File: src/rtl/addr_merge_pkg.sv
package addr_merge_pkg;
  typedef enum logic {
    DIR_READ  = 1'b0,
    DIR_WRITE = 1'b1
  } dir_e;

  localparam int unsigned DEF_DEPTH  = 12;
  localparam int unsigned DEF_ADDR_W = 32;
  localparam int unsigned DEF_ID_W   = 4;
endpackage

File: src/rtl/am_rr_arb2.sv
module am_rr_arb2 (
  input  logic clk_i,
  input  logic rst_ni,
  input  logic req_rd_i,
  input  logic req_wr_i,
  input  logic room_i,
  output logic gnt_rd_o,
  output logic gnt_wr_o
);
  // last_wr_q: 1 when the most recent accepted grant went to the write side
  logic last_wr_q;

  always_comb begin
    gnt_rd_o = 1'b0;
    gnt_wr_o = 1'b0;
    if (room_i) begin
      if (req_rd_i && req_wr_i) begin
        if (last_wr_q) gnt_rd_o = 1'b1;
        else           gnt_wr_o = 1'b1;
      end else begin
        gnt_rd_o = req_rd_i;
        gnt_wr_o = req_wr_i;
      end
    end
  end

  always_ff @(posedge clk_i or negedge rst_ni) begin
    if (!rst_ni)       last_wr_q <= 1'b1;
    else if (gnt_rd_o) last_wr_q <= 1'b0;
    else if (gnt_wr_o) last_wr_q <= 1'b1;
  end

  p_one_grant_r6: assert property (@(posedge clk_i) disable iff (!rst_ni)
    $onehot0({gnt_rd_o, gnt_wr_o}));

  p_alternate_r6: assert property (@(posedge clk_i) disable iff (!rst_ni)
    ($past(rst_ni) && $past(gnt_rd_o) && req_rd_i && req_wr_i && room_i) |-> gnt_wr_o);

  p_lone_rd_r5: assert property (@(posedge clk_i) disable iff (!rst_ni)
    (room_i && req_rd_i && !req_wr_i) |-> gnt_rd_o);

  p_lone_wr_r5: assert property (@(posedge clk_i) disable iff (!rst_ni)
    (room_i && req_wr_i && !req_rd_i) |-> gnt_wr_o);

  p_no_room_r4: assert property (@(posedge clk_i) disable iff (!rst_ni)
    !room_i |-> !(gnt_rd_o || gnt_wr_o));
endmodule

File: src/rtl/am_fifo.sv
module am_fifo #(
  parameter int unsigned WIDTH = 37,
  parameter int unsigned DEPTH = 12,
  localparam int unsigned PTR_W = (DEPTH > 1) ? $clog2(DEPTH) : 1,
  localparam int unsigned CNT_W = $clog2(DEPTH + 1)
) (
  input  logic             clk_i,
  input  logic             rst_ni,
  input  logic             push_i,
  input  logic [WIDTH-1:0] data_i,
  input  logic             pop_i,
  output logic [WIDTH-1:0] data_o,
  output logic [CNT_W-1:0] count_o,
  output logic             full_o,
  output logic             empty_o
);
  logic [WIDTH-1:0] mem_q [DEPTH];
  logic [PTR_W-1:0] wr_ptr_q, rd_ptr_q;
  logic [CNT_W-1:0] cnt_q;
  logic             push_ok, pop_ok;

  function automatic logic [PTR_W-1:0] ptr_inc(input logic [PTR_W-1:0] p);
    if (p == PTR_W'(DEPTH - 1)) return '0;
    return p + PTR_W'(1);
  endfunction

  assign full_o  = (cnt_q == CNT_W'(DEPTH));
  assign empty_o = (cnt_q == '0);
  assign push_ok = push_i && !full_o;
  assign pop_ok  = pop_i && !empty_o;
  assign count_o = cnt_q;
  assign data_o  = mem_q[rd_ptr_q];

  for (genvar g = 0; g < DEPTH; g++) begin : g_slot
    always_ff @(posedge clk_i) begin
      if (push_ok && wr_ptr_q == PTR_W'(g)) mem_q[g] <= data_i;
    end
  end

  always_ff @(posedge clk_i or negedge rst_ni) begin
    if (!rst_ni) begin
      wr_ptr_q <= '0;
      rd_ptr_q <= '0;
      cnt_q    <= '0;
    end else begin
      if (push_ok) wr_ptr_q <= ptr_inc(wr_ptr_q);
      if (pop_ok)  rd_ptr_q <= ptr_inc(rd_ptr_q);
      case ({push_ok, pop_ok})
        2'b10:   cnt_q <= cnt_q + CNT_W'(1);
        2'b01:   cnt_q <= cnt_q - CNT_W'(1);
        default: cnt_q <= cnt_q;
      endcase
    end
  end

  p_no_overflow_r3: assert property (@(posedge clk_i) disable iff (!rst_ni)
    push_i |-> !full_o);

  p_count_bound_r3: assert property (@(posedge clk_i) disable iff (!rst_ni)
    count_o <= CNT_W'(DEPTH));

  p_push_pop_r8: assert property (@(posedge clk_i) disable iff (!rst_ni)
    (push_i && pop_i && !empty_o && !full_o) |=> (count_o == $past(count_o)));

  p_pop_empty_r9: assert property (@(posedge clk_i) disable iff (!rst_ni)
    (pop_i && empty_o && !push_i) |=> empty_o);
endmodule

File: src/rtl/addr_merge_top.sv
module addr_merge_top
  import addr_merge_pkg::*;
#(
  parameter int unsigned ADDR_W = DEF_ADDR_W,
  parameter int unsigned ID_W   = DEF_ID_W,
  parameter int unsigned DEPTH  = DEF_DEPTH,
  localparam int unsigned CNT_W = $clog2(DEPTH + 1),
  localparam int unsigned ENT_W = 1 + ID_W + ADDR_W
) (
  input  logic              clk_i,
  input  logic              rst_ni,
  input  logic              ar_valid_i,
  output logic              ar_ready_o,
  input  logic [ADDR_W-1:0] ar_addr_i,
  input  logic [ID_W-1:0]   ar_id_i,
  input  logic              aw_valid_i,
  output logic              aw_ready_o,
  input  logic [ADDR_W-1:0] aw_addr_i,
  input  logic [ID_W-1:0]   aw_id_i,
  output logic              q_valid_o,
  output logic [ADDR_W-1:0] q_addr_o,
  output logic [ID_W-1:0]   q_id_o,
  output logic              q_is_write_o,
  input  logic              q_pop_i,
  output logic [CNT_W-1:0]  q_count_o,
  output logic              q_full_o
);
  logic             gnt_rd, gnt_wr, empty;
  logic [ENT_W-1:0] ent_in, ent_out;
  dir_e             dir_in;

  am_rr_arb2 i_arb (
    .clk_i    (clk_i),
    .rst_ni   (rst_ni),
    .req_rd_i (ar_valid_i),
    .req_wr_i (aw_valid_i),
    .room_i   (!q_full_o),
    .gnt_rd_o (gnt_rd),
    .gnt_wr_o (gnt_wr)
  );

  assign dir_in = gnt_wr ? DIR_WRITE : DIR_READ;
  assign ent_in = gnt_wr ? {dir_in, aw_id_i, aw_addr_i}
                         : {dir_in, ar_id_i, ar_addr_i};

  am_fifo #(.WIDTH(ENT_W), .DEPTH(DEPTH)) i_fifo (
    .clk_i   (clk_i),
    .rst_ni  (rst_ni),
    .push_i  (gnt_rd || gnt_wr),
    .data_i  (ent_in),
    .pop_i   (q_pop_i),
    .data_o  (ent_out),
    .count_o (q_count_o),
    .full_o  (q_full_o),
    .empty_o (empty)
  );

  assign ar_ready_o   = gnt_rd;
  assign aw_ready_o   = gnt_wr;
  assign q_valid_o    = !empty;
  assign q_addr_o     = ent_out[ADDR_W-1:0];
  assign q_id_o       = ent_out[ADDR_W +: ID_W];
  assign q_is_write_o = ent_out[ENT_W-1];

  p_rd_ready_valid_r1: assert property (@(posedge clk_i) disable iff (!rst_ni)
    ar_ready_o |-> ar_valid_i);

  p_wr_ready_valid_r1: assert property (@(posedge clk_i) disable iff (!rst_ni)
    aw_ready_o |-> aw_valid_i);

  p_full_blocks_r4: assert property (@(posedge clk_i) disable iff (!rst_ni)
    q_full_o |-> !(ar_ready_o || aw_ready_o));

  p_full_count_r3: assert property (@(posedge clk_i) disable iff (!rst_ni)
    q_full_o |-> (q_count_o == CNT_W'(DEPTH)));

  p_accept_grows_r1: assert property (@(posedge clk_i) disable iff (!rst_ni)
    ((ar_ready_o || aw_ready_o) && !q_pop_i) |=> (q_count_o == $past(q_count_o) + CNT_W'(1)));
endmodule

File: config.mk
export PLATFORM = sky130hd
export DESIGN_NAME = addr_merge_top
export DESIGN_NICKNAME = d
export VERILOG_FILES = /design/src/rtl/addr_merge_pkg.sv /design/src/rtl/am_rr_arb2.sv /design/src/rtl/am_fifo.sv /design/src/rtl/addr_merge_top.sv
export SDC_FILE = /design/constraint.sdc
export NUM_CORES = 1
export LEC_CHECK = 0
export ABC_AREA = 1
export BUFFER_PORTS_ARGS = -buffer_cell sky130_fd_sc_hd__buf_4
export CAP_MARGIN = 10
export CORE_MARGIN = 2
export CORE_UTILIZATION = 30
export CTS_CLUSTER_DIAMETER = 80
export DETAILED_ROUTE_END_ITERATION = 6
export PLACE_DENSITY_LB_ADDON = 0.05
export SYNTH_ARGS = -nofsm -noshare
export SYNTH_HDL_FRONTEND = slang
export SYNTH_SLANG_ARGS = --single-unit
File: constraint.sdc
create_clock -name clk_i -period 3.55 [get_ports clk_i]
set_clock_uncertainty 0.1 [all_clocks]
set_input_delay 0.355 -clock clk_i [delete_from_list [all_inputs] [get_ports clk_i]]
set_output_delay 0.355 -clock clk_i [all_outputs]
set_load 0.05 [all_outputs]
# Word level (Yosys, flattened, before mapping)
# Memories as Yosys holds them, arrays and structs flattened.
# Cells that the tools add are included.
[word_totals]
regBits = 13
ram_bits = 444
in_bits = 77
out_inout_bits = 45
wordCells = 133
memories = 1
[op_classes]
addsub = 4
eq_ne = 15
muxes = 76
n_reduce_logical = 33
[mem_list]
columns = ["memory", "words", "word_bits", "read_ports", "rd_ports_with_merged_regs", "wr", "line_no", "text"]
rows = [
  ["i_fifo.mem_q", 12, 37, 1, 0, 1, "am_fifo.sv:17", "logic [WIDTH-1:0] mem_q [DEPTH];"],
]
[ops]
columns = ["operator", "n"]
rows = [
  ["$mux W37", 11],
  ["$reduce_or A37 Y1", 11],
  ["$mux W4", 15],
  ["$mux W1", 48],
  ["$mux W36", 1],
  ["$eq A4 B4 Y1 const B", 6],
  ["$eq A4 B3 Y1 const B", 4],
  ["$logic_and A1 B1 Y1", 15],
  ["$add A4 B1 Y4 const B", 3],
  ["$eq A4 B2 Y1 const B", 2],
  ["$logic_not A4 Y1", 2],
  ["$pmux W4 S2", 1],
  ["$eq A4 B1 Y1 const B", 1],
  ["$reduce_bool A2 Y1", 2],
  ["$sub A4 B1 Y4 const B", 1],
  ["$eq A2 B1 Y1 const B", 1],
  ["$eq A2 B2 Y1 const B", 1],
  ["$logic_not A1 Y1", 2],
  ["$logic_or A1 B1 Y1", 1],
]

# Logic depth before layout (Yosys ltp)
# Gate-level depths: netlist of run 1.
[logic_depth]
ltp_word = 20
mapped_depth = 14
ltp_nobuf = 14

# By module
# From an unflattened synthesis of run 1, not the netlist that was laid out.
[unflattened]
cells_unflattened = 1768
hier_area_um2 = 19362.3
[by_module_without_submodules]
columns = ["module", "n_inst", "cells_each", "area_each_um2", "seq_area_each_um2"]
rows = [
  ["am_fifo", 1, 1637, 18769.3, 13633.1],
  ["addr_merge_top", 1, 119, 519.2, 0.0],
  ["am_rr_arb2", 1, 12, 73.8, 26.3],
]

# Worst setup path after synthesis of run 1
# OpenSTA, ideal clock, no wires.
[synth_path]
path_kind = "register -> register"
from = "register i_fifo.cnt_q[1], in the netlist i_fifo.count_o[1]"
to = "memory i_fifo.mem_q[11][0], enable pin"
setup_time_ps = 431
arrival_ps = 2836
t_required_ps = 3019
setup_slack_ps = 183
path_stages_with_launch = 7
n_path_buf = 0
synth_period_minus_slack_ps = 3367
path_cell_list = "dfrtp_1 nor2_1 nand3_1 nand2_1 nand2_2 inv_1 nor2_1"
[synth_via]
elab_chain_cells = 19
word_cells_on_any_way = 75
cone_classes = "eq/ne: 1; mux: 48; reduce/logical: 26"
[synth_rtl]
columns = ["element", "line_no", "text"]
rows = [
  ["start, declared", "am_fifo.sv:19", "logic [CNT_W-1:0] cnt_q;"],
  ["start signal, assigned", "am_fifo.sv:49", "2'b10: cnt_q <= cnt_q + CNT_W'(1);"],
  ["start signal, assigned", "am_fifo.sv:50", "2'b01: cnt_q <= cnt_q - CNT_W'(1);"],
  ["start signal, assigned", "am_fifo.sv:51", "default: cnt_q <= cnt_q;"],
  ["$eq A4 B4 Y1 *", "am_fifo.sv:27", "assign full_o = (cnt_q == CNT_W'(DEPTH));"],
  ["$mux W1", "am_rr_arb2.sv:16", "if (room_i) begin"],
  ["$logic_or A1 B1 Y1", "addr_merge_top.sv:49", ".push_i (gnt_rd || gnt_wr),"],
  ["$logic_and A1 B1 Y1 *", "am_fifo.sv:29", "assign push_ok = push_i && !full_o;"],
  ["$logic_and A1 B1 Y1", "am_fifo.sv:36", "if (push_ok && wr_ptr_q == PTR_W'(g)) mem_q[g] <= data_i;"],
  ["$mux W1", "am_fifo.sv:36", ""],
  ["$mux W1 (implied by the code)", "am_fifo.sv:36", ""],
  ["$reduce_or A37 Y1 (no line)", "-", ""],
  ["$mux W4 (no line) or $mux W1 (tied branches) (11 in a row)", "-", ""],
  ["end, declared", "am_fifo.sv:17", ""],
]
# Every way passes the cells marked *; elsewhere a longest branch is shown, timed or not.

# Worst setup path in the final report of run 1
[layout_path]
from = "register i_fifo.rd_ptr_q[1]"
to = "output port q_addr_o[7]"
[layout_via]
elab_chain_cells = 1
[layout_rtl]
columns = ["element", "line_no", "text"]
rows = [
  ["start, declared", "am_fifo.sv:18", "logic [PTR_W-1:0] wr_ptr_q, rd_ptr_q;"],
  ["start signal, assigned", "am_fifo.sv:47", "if (pop_ok) rd_ptr_q <= ptr_inc(rd_ptr_q);"],
  ["$mem_v2 Z12 W37", "-", ""],
  ["end, declared", "addr_merge_top.sv:21", "output logic [ADDR_W-1:0] q_addr_o,"],
]
# Every way passes these cells.

==> impl_metrics.tcl, run 1 <==
set metrics [dict create \
    status "complete, no violations" \
    synth_xor_area_frac 0.00181 \
    cp_cell_sequence "buf_4 -> inv_4 -> buf_12 -> o21ai_1 -> o21ai_1 -> nand2_1 -> nand2_1 -> buf_4" \
    antenna_cells 0 \
    dieHeight_um 258 \
    viasPerCell 4.53 \
    core_um2 64100 \
    clk_path_buf_depth 3 \
    synth_seq_cells 457 \
    hold_slack_ns 0.0621 \
    seq_power_share 0.351 \
    p_clk_frac 0.240 \
    hold_viol_final 0 \
    ant_nets 0 \
    fin_setup_tns_ns 0 \
    p_sw_frac 0.416 \
    numClockSinks 457 \
    cts-root-buf "clkbuf_16" \
    synth-simple-area-share 0.193 \
    crit_path_top_delay_cell "dfrtp_1" \
    grt_use_total 0.160 \
    vdd_ir_drop_max_mv 0.540 \
    period_minus_slack_ns 3.19 \
    slew_violations 0 \
    die_width_um 258 \
    p_sw_mw 8.55 \
    final-setup-viol-count 0 \
    clk_latency_ns 0.59 \
    wl_per_cell_um 19.2 \
    grt_max_degree 131 \
    slew_headroom 0.447 \
    drive_gt1_frac 0.127 \
    place_hpwl_mm 29.1 \
    fin_crit_sh 0.898 \
    reg2reg_slack_ns 0.95 \
    synth_fp_nets 1851 \
    max_cap_violations 0 \
    critical_path.max_stage_delay_ns 0.41 \
    crit_fanout 40 \
    areaGrowthSynthToFinish_pct 17.9 \
    dieArea_um2 66600 \
    initial_core_util 0.302 \
    required_ns 3.09 \
    finalPower_mw 20.6 \
    synth_area_um2 19400 \
    clk_pin_slew_ns 0.05 \
    synth_top_family_by_area "simple AND/OR/NAND/NOR gates" \
    use_met1 0.218 \
    muxShareOfSynthArea 0 \
    worst_pin_slew_ns 0.827 \
    synthAdderAreaFrac 0.00620 \
    hp-class "in2async" \
    p_leak_nw 8.90 \
    ys_seq_area_frac 0.705 \
    cts.htree.levels 2 \
    grtUsageMet2 0.265 \
    max_freq_mhz 314 \
    antenna_found_initial 0 \
    rsz0062_at_grt "no" \
    first_iter_violations 833 \
    cp-end-kind "output port" \
    yosysUniqueCellTypes 31 \
    synth_warnings 0 \
    drc 0 \
    via_count 12600 \
    use_met3 0.0244 \
    drt_pass1_iterations 5 \
    grt_pass1_wl_mm 80.3 \
    wl_mm 53.4 \
    critPathArrivalTime_ns 2.73 \
    rows 93 \
    power.density_nw_per_um2 900 \
    io_buffers 121 \
    ios 122 \
    path_class "reg2out" \
    p_comb_frac 0.409 \
    synthCells 1765 \
    overflow 0 \
    critPathLaunchType "flip-flop" \
    cts-resized-gates 0 \
    grt_pass1_vias 12300 \
    syn_area_per_cell_um2 11.0 \
    synth_compound_area_frac 0.0354 \
    fill_cells 6354 \
    place_congestion 0.714 \
    internal_power_mw 12.0 \
    cts_buffers 53 \
    cts_tree "done" \
    busiest_layer "met2" \
    nets 1977 \
]
[synthesized netlist by cell type (all sizes together)]
library cell  count  area share
edfxtp          444        0.69
xnor2             2     0.00090
or2               2     0.00065
fa                1      0.0010
nand2           566        0.11
nand4             1     0.00032
a21oi             1     0.00026
dfrtp            12       0.015
ha                8      0.0052
dfstp             1      0.0014
a21boi            2     0.00077
clkbuf           20      0.0055
inv             140       0.028
nor2            167       0.033
xor2              2     0.00090
o21ai           133       0.034
buf              71       0.026
clkinv            1     0.00019
nand3           191       0.049
[per-stage QoR]
| step | std cells | util | worst slack [ns] | instance area (µm²) |
|---|---|---|---|---|
| floorplan | 1765 | - | 0.183 | 19400 |
| global placement | 2690 | 0.332 | 0.922 | 21300 |
| detailed placement | 2690 | 0.332 | 0.852 | 21300 |
| CTS | 2787 | 0.356 | 0.274 | 22800 |
| global route | 2787 | 0.356 | 0.169 | 22800 |
| finish | 2787 | 0.356 | 0.362 | 22800 |
[metal layers]
layer	wire length (µm)	part of all wire
met5	0	0
met4	1110	0.021
met3	2140	0.040
met2	25400	0.48
met1	24800	0.46
[sequential cells by signal, indices dropped and copies added, names as in the netlist]
register         cells
i_fifo.mem_q       444
i_fifo.count_o       4
i_fifo.rd_ptr_q      4
i_fifo.wr_ptr_q      4
i_arb.last_wr_q      1
[path summary, 6_finish.rpt]
path	startpoint	to	depth (start not counted)
max	i_fifo.rd_ptr_q[1]$_DFFE_PN0P_	q_addr_o[7]	8
min	rst_ni	i_fifo.count_o[1]$_DFFE_PN0P_	2
max reg2reg	i_fifo.count_o[1]$_DFFE_PN0P_	i_fifo.mem_q[7][15]$_DFFE_PP_	8
min reg2reg	i_arb.last_wr_q$_DFFE_PN1N_	i_arb.last_wr_q$_DFFE_PN1N_	2
max in group asynchronous	rst_ni	i_arb.last_wr_q$_DFFE_PN1N_	2
min in group clk_i	q_pop_i	i_fifo.rd_ptr_q[0]$_DFFE_PN0P_	4
[cell usage in the layout (no fill, tap or decap)]
master	n
inv_6	2
clkbuf_1	22
or2_2	2
o21ai_0	84
dfrtp_1	10
inv_4	1
ha_1	8
dfrtp_2	1
dfstp_2	1
nand2_2	3
dlygate4sd3_1	1
buf_12	12
nor2_1	154
edfxtp_1	444
xor2_1	2
clkinv_2	2
dfrtp_4	1
nand4_1	1
o21ai_1	49
inv_1	135
a21oi_1	1
clkinv_1	17
buf_4	149
nand2_1	563
inv_2	3
nor2_4	13
xnor2_1	2
nand3_1	191
a21boi_0	2
fa_1	1
clkbuf_16	55
[kinds of logic after synthesis]
family	count (synthesis)
compound gates	136
xor+xnor	4
flops	457
simple gates	927
fa+ha+maj	9
buf+inv	232
[worst max-delay path: cells and delay by family (launching register included)]
kind	cells	cell delay, ns
buffers and inverters	4	1.08
flip-flops	1	0.41
AO/OA/AOI/OAI	2	0.39
AND/OR/NAND/NOR	2	0.22
[timing repair]
action	CTS	global route
buffers inserted	0	0
hold buffers	1	0
hold endpoints to repair	13	0
setup endpoints to repair	0	0
[power groups by stage]
stage                     Sequential, mW  Clock (mW)  Combinational [mW]
after floorplan                     7.33           0                5.72
after global placement              7.33           0                8.65
after detailed placement            7.34           0                8.64
after CTS                           7.23        5.11                8.67
after global routing                7.29        5.31                9.30
final                               7.23        4.94                8.41
[area by class of cell]
class / instances / area [µm²] / share of cell area
clock buffers: 77 / 1460 / 0.0638
clock inverters: 19 / 78.8 / 0.00345
inverters: 141 / 537 / 0.0235
multi-input cells: 1076 / 4670 / 0.204
flip-flops and latches: 457 / 13700 / 0.598
well taps: 855 / 1070 / 0.0468
repair buffers: 162 / 1370 / 0.0599
No activity file was read; power rests on OpenSTA's default activity.
==> inputs of run 2 (changes only) <==
CORE_UTILIZATION = 61   (was 30)
==> impl_metrics.tcl, run 2 (synthesis gave the netlist of run 1 again) <==
set metrics [dict create \
    status "complete, no violations" \
    final_cells 2317 \
    overflow 0 \
    vdd_ir_drop_max_mv 0.613 \
    slew_violations 0 \
    viasPerCell 5.60 \
    regArea_um2 13700 \
    reg2reg_slack_ns 0.82 \
    multi_input_area_um2 4670 \
    rows 65 \
    rsz0062_at_grt "no" \
    max_freq_mhz 309 \
    ios 122 \
    p_clk_frac 0.238 \
    cts_tree "done" \
    grt_max_degree 100 \
    regMostFlops "i_fifo.mem_q" \
    clk_path_buf_depth 3 \
    cts_buffers 46 \
    setup_ws_ns 0.315 \
    drt_pass1_iterations 6 \
    required_ns 3.09 \
    worst_pin_slew_ns 0.948 \
    ant_nets 0 \
    areaGrowthSynthToFinish_pct 14.6 \
    p_sw_mw 8.09 \
    dieArea_um2 33200 \
    nets 1964 \
    io_buffers 121 \
    wl_mm 44.3 \
    critPathLaunchType "flip-flop" \
    cts-resized-gates 0 \
    period_minus_slack_ns 3.24 \
    place_congestion 0.764 \
    place_hpwl_mm 24.4 \
    grt_pass1_wl_mm 69.4 \
    core_um2 31400 \
    hp-class "in2async" \
    cts.htree.levels 2 \
    die_width_um 182 \
    path_class "reg2out" \
    rr_worst_depth 8 \
    first_iter_violations 1106 \
    grt_use_total 0.273 \
    drive_gt1_frac 0.127 \
    finalPower_mw 20.1 \
    cts-root-buf "clkbuf_16" \
    via_count 13000 \
    p_sw_frac 0.402 \
    largest_register_ffs 444 \
    hold_viol_final 0 \
    r2r-start "i_fifo.count_o[1]$_DFFE_PN0P_" \
    internal_power_mw 12.0 \
    wl_per_cell_um 19.1 \
    reg2reg_to "i_fifo.mem_q[7][14]$_DFFE_PP_" \
    slew_headroom 0.364 \
    initial_core_util 0.617 \
    p_comb_frac 0.402 \
    p_leak_nw 8.87 \
    fin_setup_tns_ns 0 \
    clk_latency_ns 0.54 \
    cp-end-kind "output port" \
    drc 0 \
    fin_crit_sh 0.911 \
    crit_fanout 37 \
    preCtsSetupSlack_ns 0.876 \
    final-setup-viol-count 0 \
    grt_pass1_vias 13000 \
    final_cell_mix "nand2_1, edfxtp_1, nand3_1" \
    critPathArrivalTime_ns 2.78 \
    dieHeight_um 182 \
    clk_pin_slew_ns 0.06 \
    seq_power_share 0.360 \
    power.density_nw_per_um2 906 \
    antenna_cells 0 \
    dp_cells 2231 \
    numClockSinks 457 \
    max_cap_violations 0 \
    antenna_found_initial 0 \
    fill_cells 2217 \
    final_common_cell "nand2_1" \
]
==> run 2: cell count changes in the layout (fill, tap and decap cells not counted), sizes merged <==
cell    before  now
clkbuf      77   64
buf        161  155
inv        141  140
bufinv       0    4
clkinv      19   18
==> run 2: layer usage <==
layer,vias to the layer above,share of wire,track usage
li1,6143,-,-
met1,6243,0.42,0.376
met2,503,0.48,0.456
met3,87,0.071,0.0385
met4,0,0.027,0.0897
met5,-,0,0
==> run 2: worst max-delay path: stages (launching register included) <==
cell and delay [ns]:
dfrtp_1 0.64, buf_4 0.31, nor2_4 0.10, buf_4 0.44, nand3_1 0.15, nand2_1 0.10, nor2_1 0.04, nand2_1 0.11
nand2_1 0.10, buf_4 0.21
==> run 2: worst max path at each step <==
| stage | from | to | slack (ns) | cells after the start |
|---|---|---|---|---|
| 2_1_floorplan | i_fifo.count_o[1]$_DFFE_PN0P_ | i_fifo.mem_q[11][0]$_DFFE_PP_ | 0.18 | 6 |
| 3_3_place_gp | i_fifo.rd_ptr_q[1]$_DFFE_PN0P_ | q_is_write_o | 0.91 | 7 |
| 3_5_place_dp | i_fifo.count_o[1]$_DFFE_PN0P_ | i_fifo.mem_q[2][14]$_DFFE_PP_ | 0.88 | 8 |
| 4_1_cts | i_fifo.rd_ptr_q[1]$_DFFE_PN0P_ | q_is_write_o | 0.31 | 7 |
| 5_1_grt | i_fifo.rd_ptr_q[1]$_DFFE_PN0P_ | q_addr_o[21] | 0.20 | 9 |
| 6_report | i_fifo.rd_ptr_q[1]$_DFFE_PN0P_ | q_addr_o[10] | 0.31 | 9 |
==> run 2: repair_timing <==
action | in CTS | in global routing
setup buffers | 0 | 0
hold buffers | 1 | 0
endpoints found under the hold margin | 13 | 0
==> run 2: final cells by class <==
class	instances	share of cell area
multi-input combinational	1076	0.210
inverter	141	0.0242
clock inverter	21	0.00868
clock buffer	64	0.0591
timing repair buffer	156	0.0596
sequential	457	0.615
tap	402	0.0227
==> run 2: power groups by stage <==
stage          logic (mW)  clock network [mW]  registers, mW
5_1_grt              8.82                5.06           7.30
6_report             8.08                4.78           7.24
3_3_place_gp         7.92                   0           7.32
2_1_floorplan        5.72                   0           7.33
4_1_cts              8.13                4.83           7.24
3_5_place_dp         8.08                   0           7.35
==> run 2: through the flow <==
step | utilization | hold WS, ns | area, µm²
finish | 0.707 | 0.103 | 22200
global route | 0.707 | 0.117 | 22200
CTS | 0.707 | 0.0817 | 22200
detailed placement | 0.659 | 0.118 | 20700
global placement | 0.659 | 0.119 | 20700
floorplan | - | -0.0406 | 19400
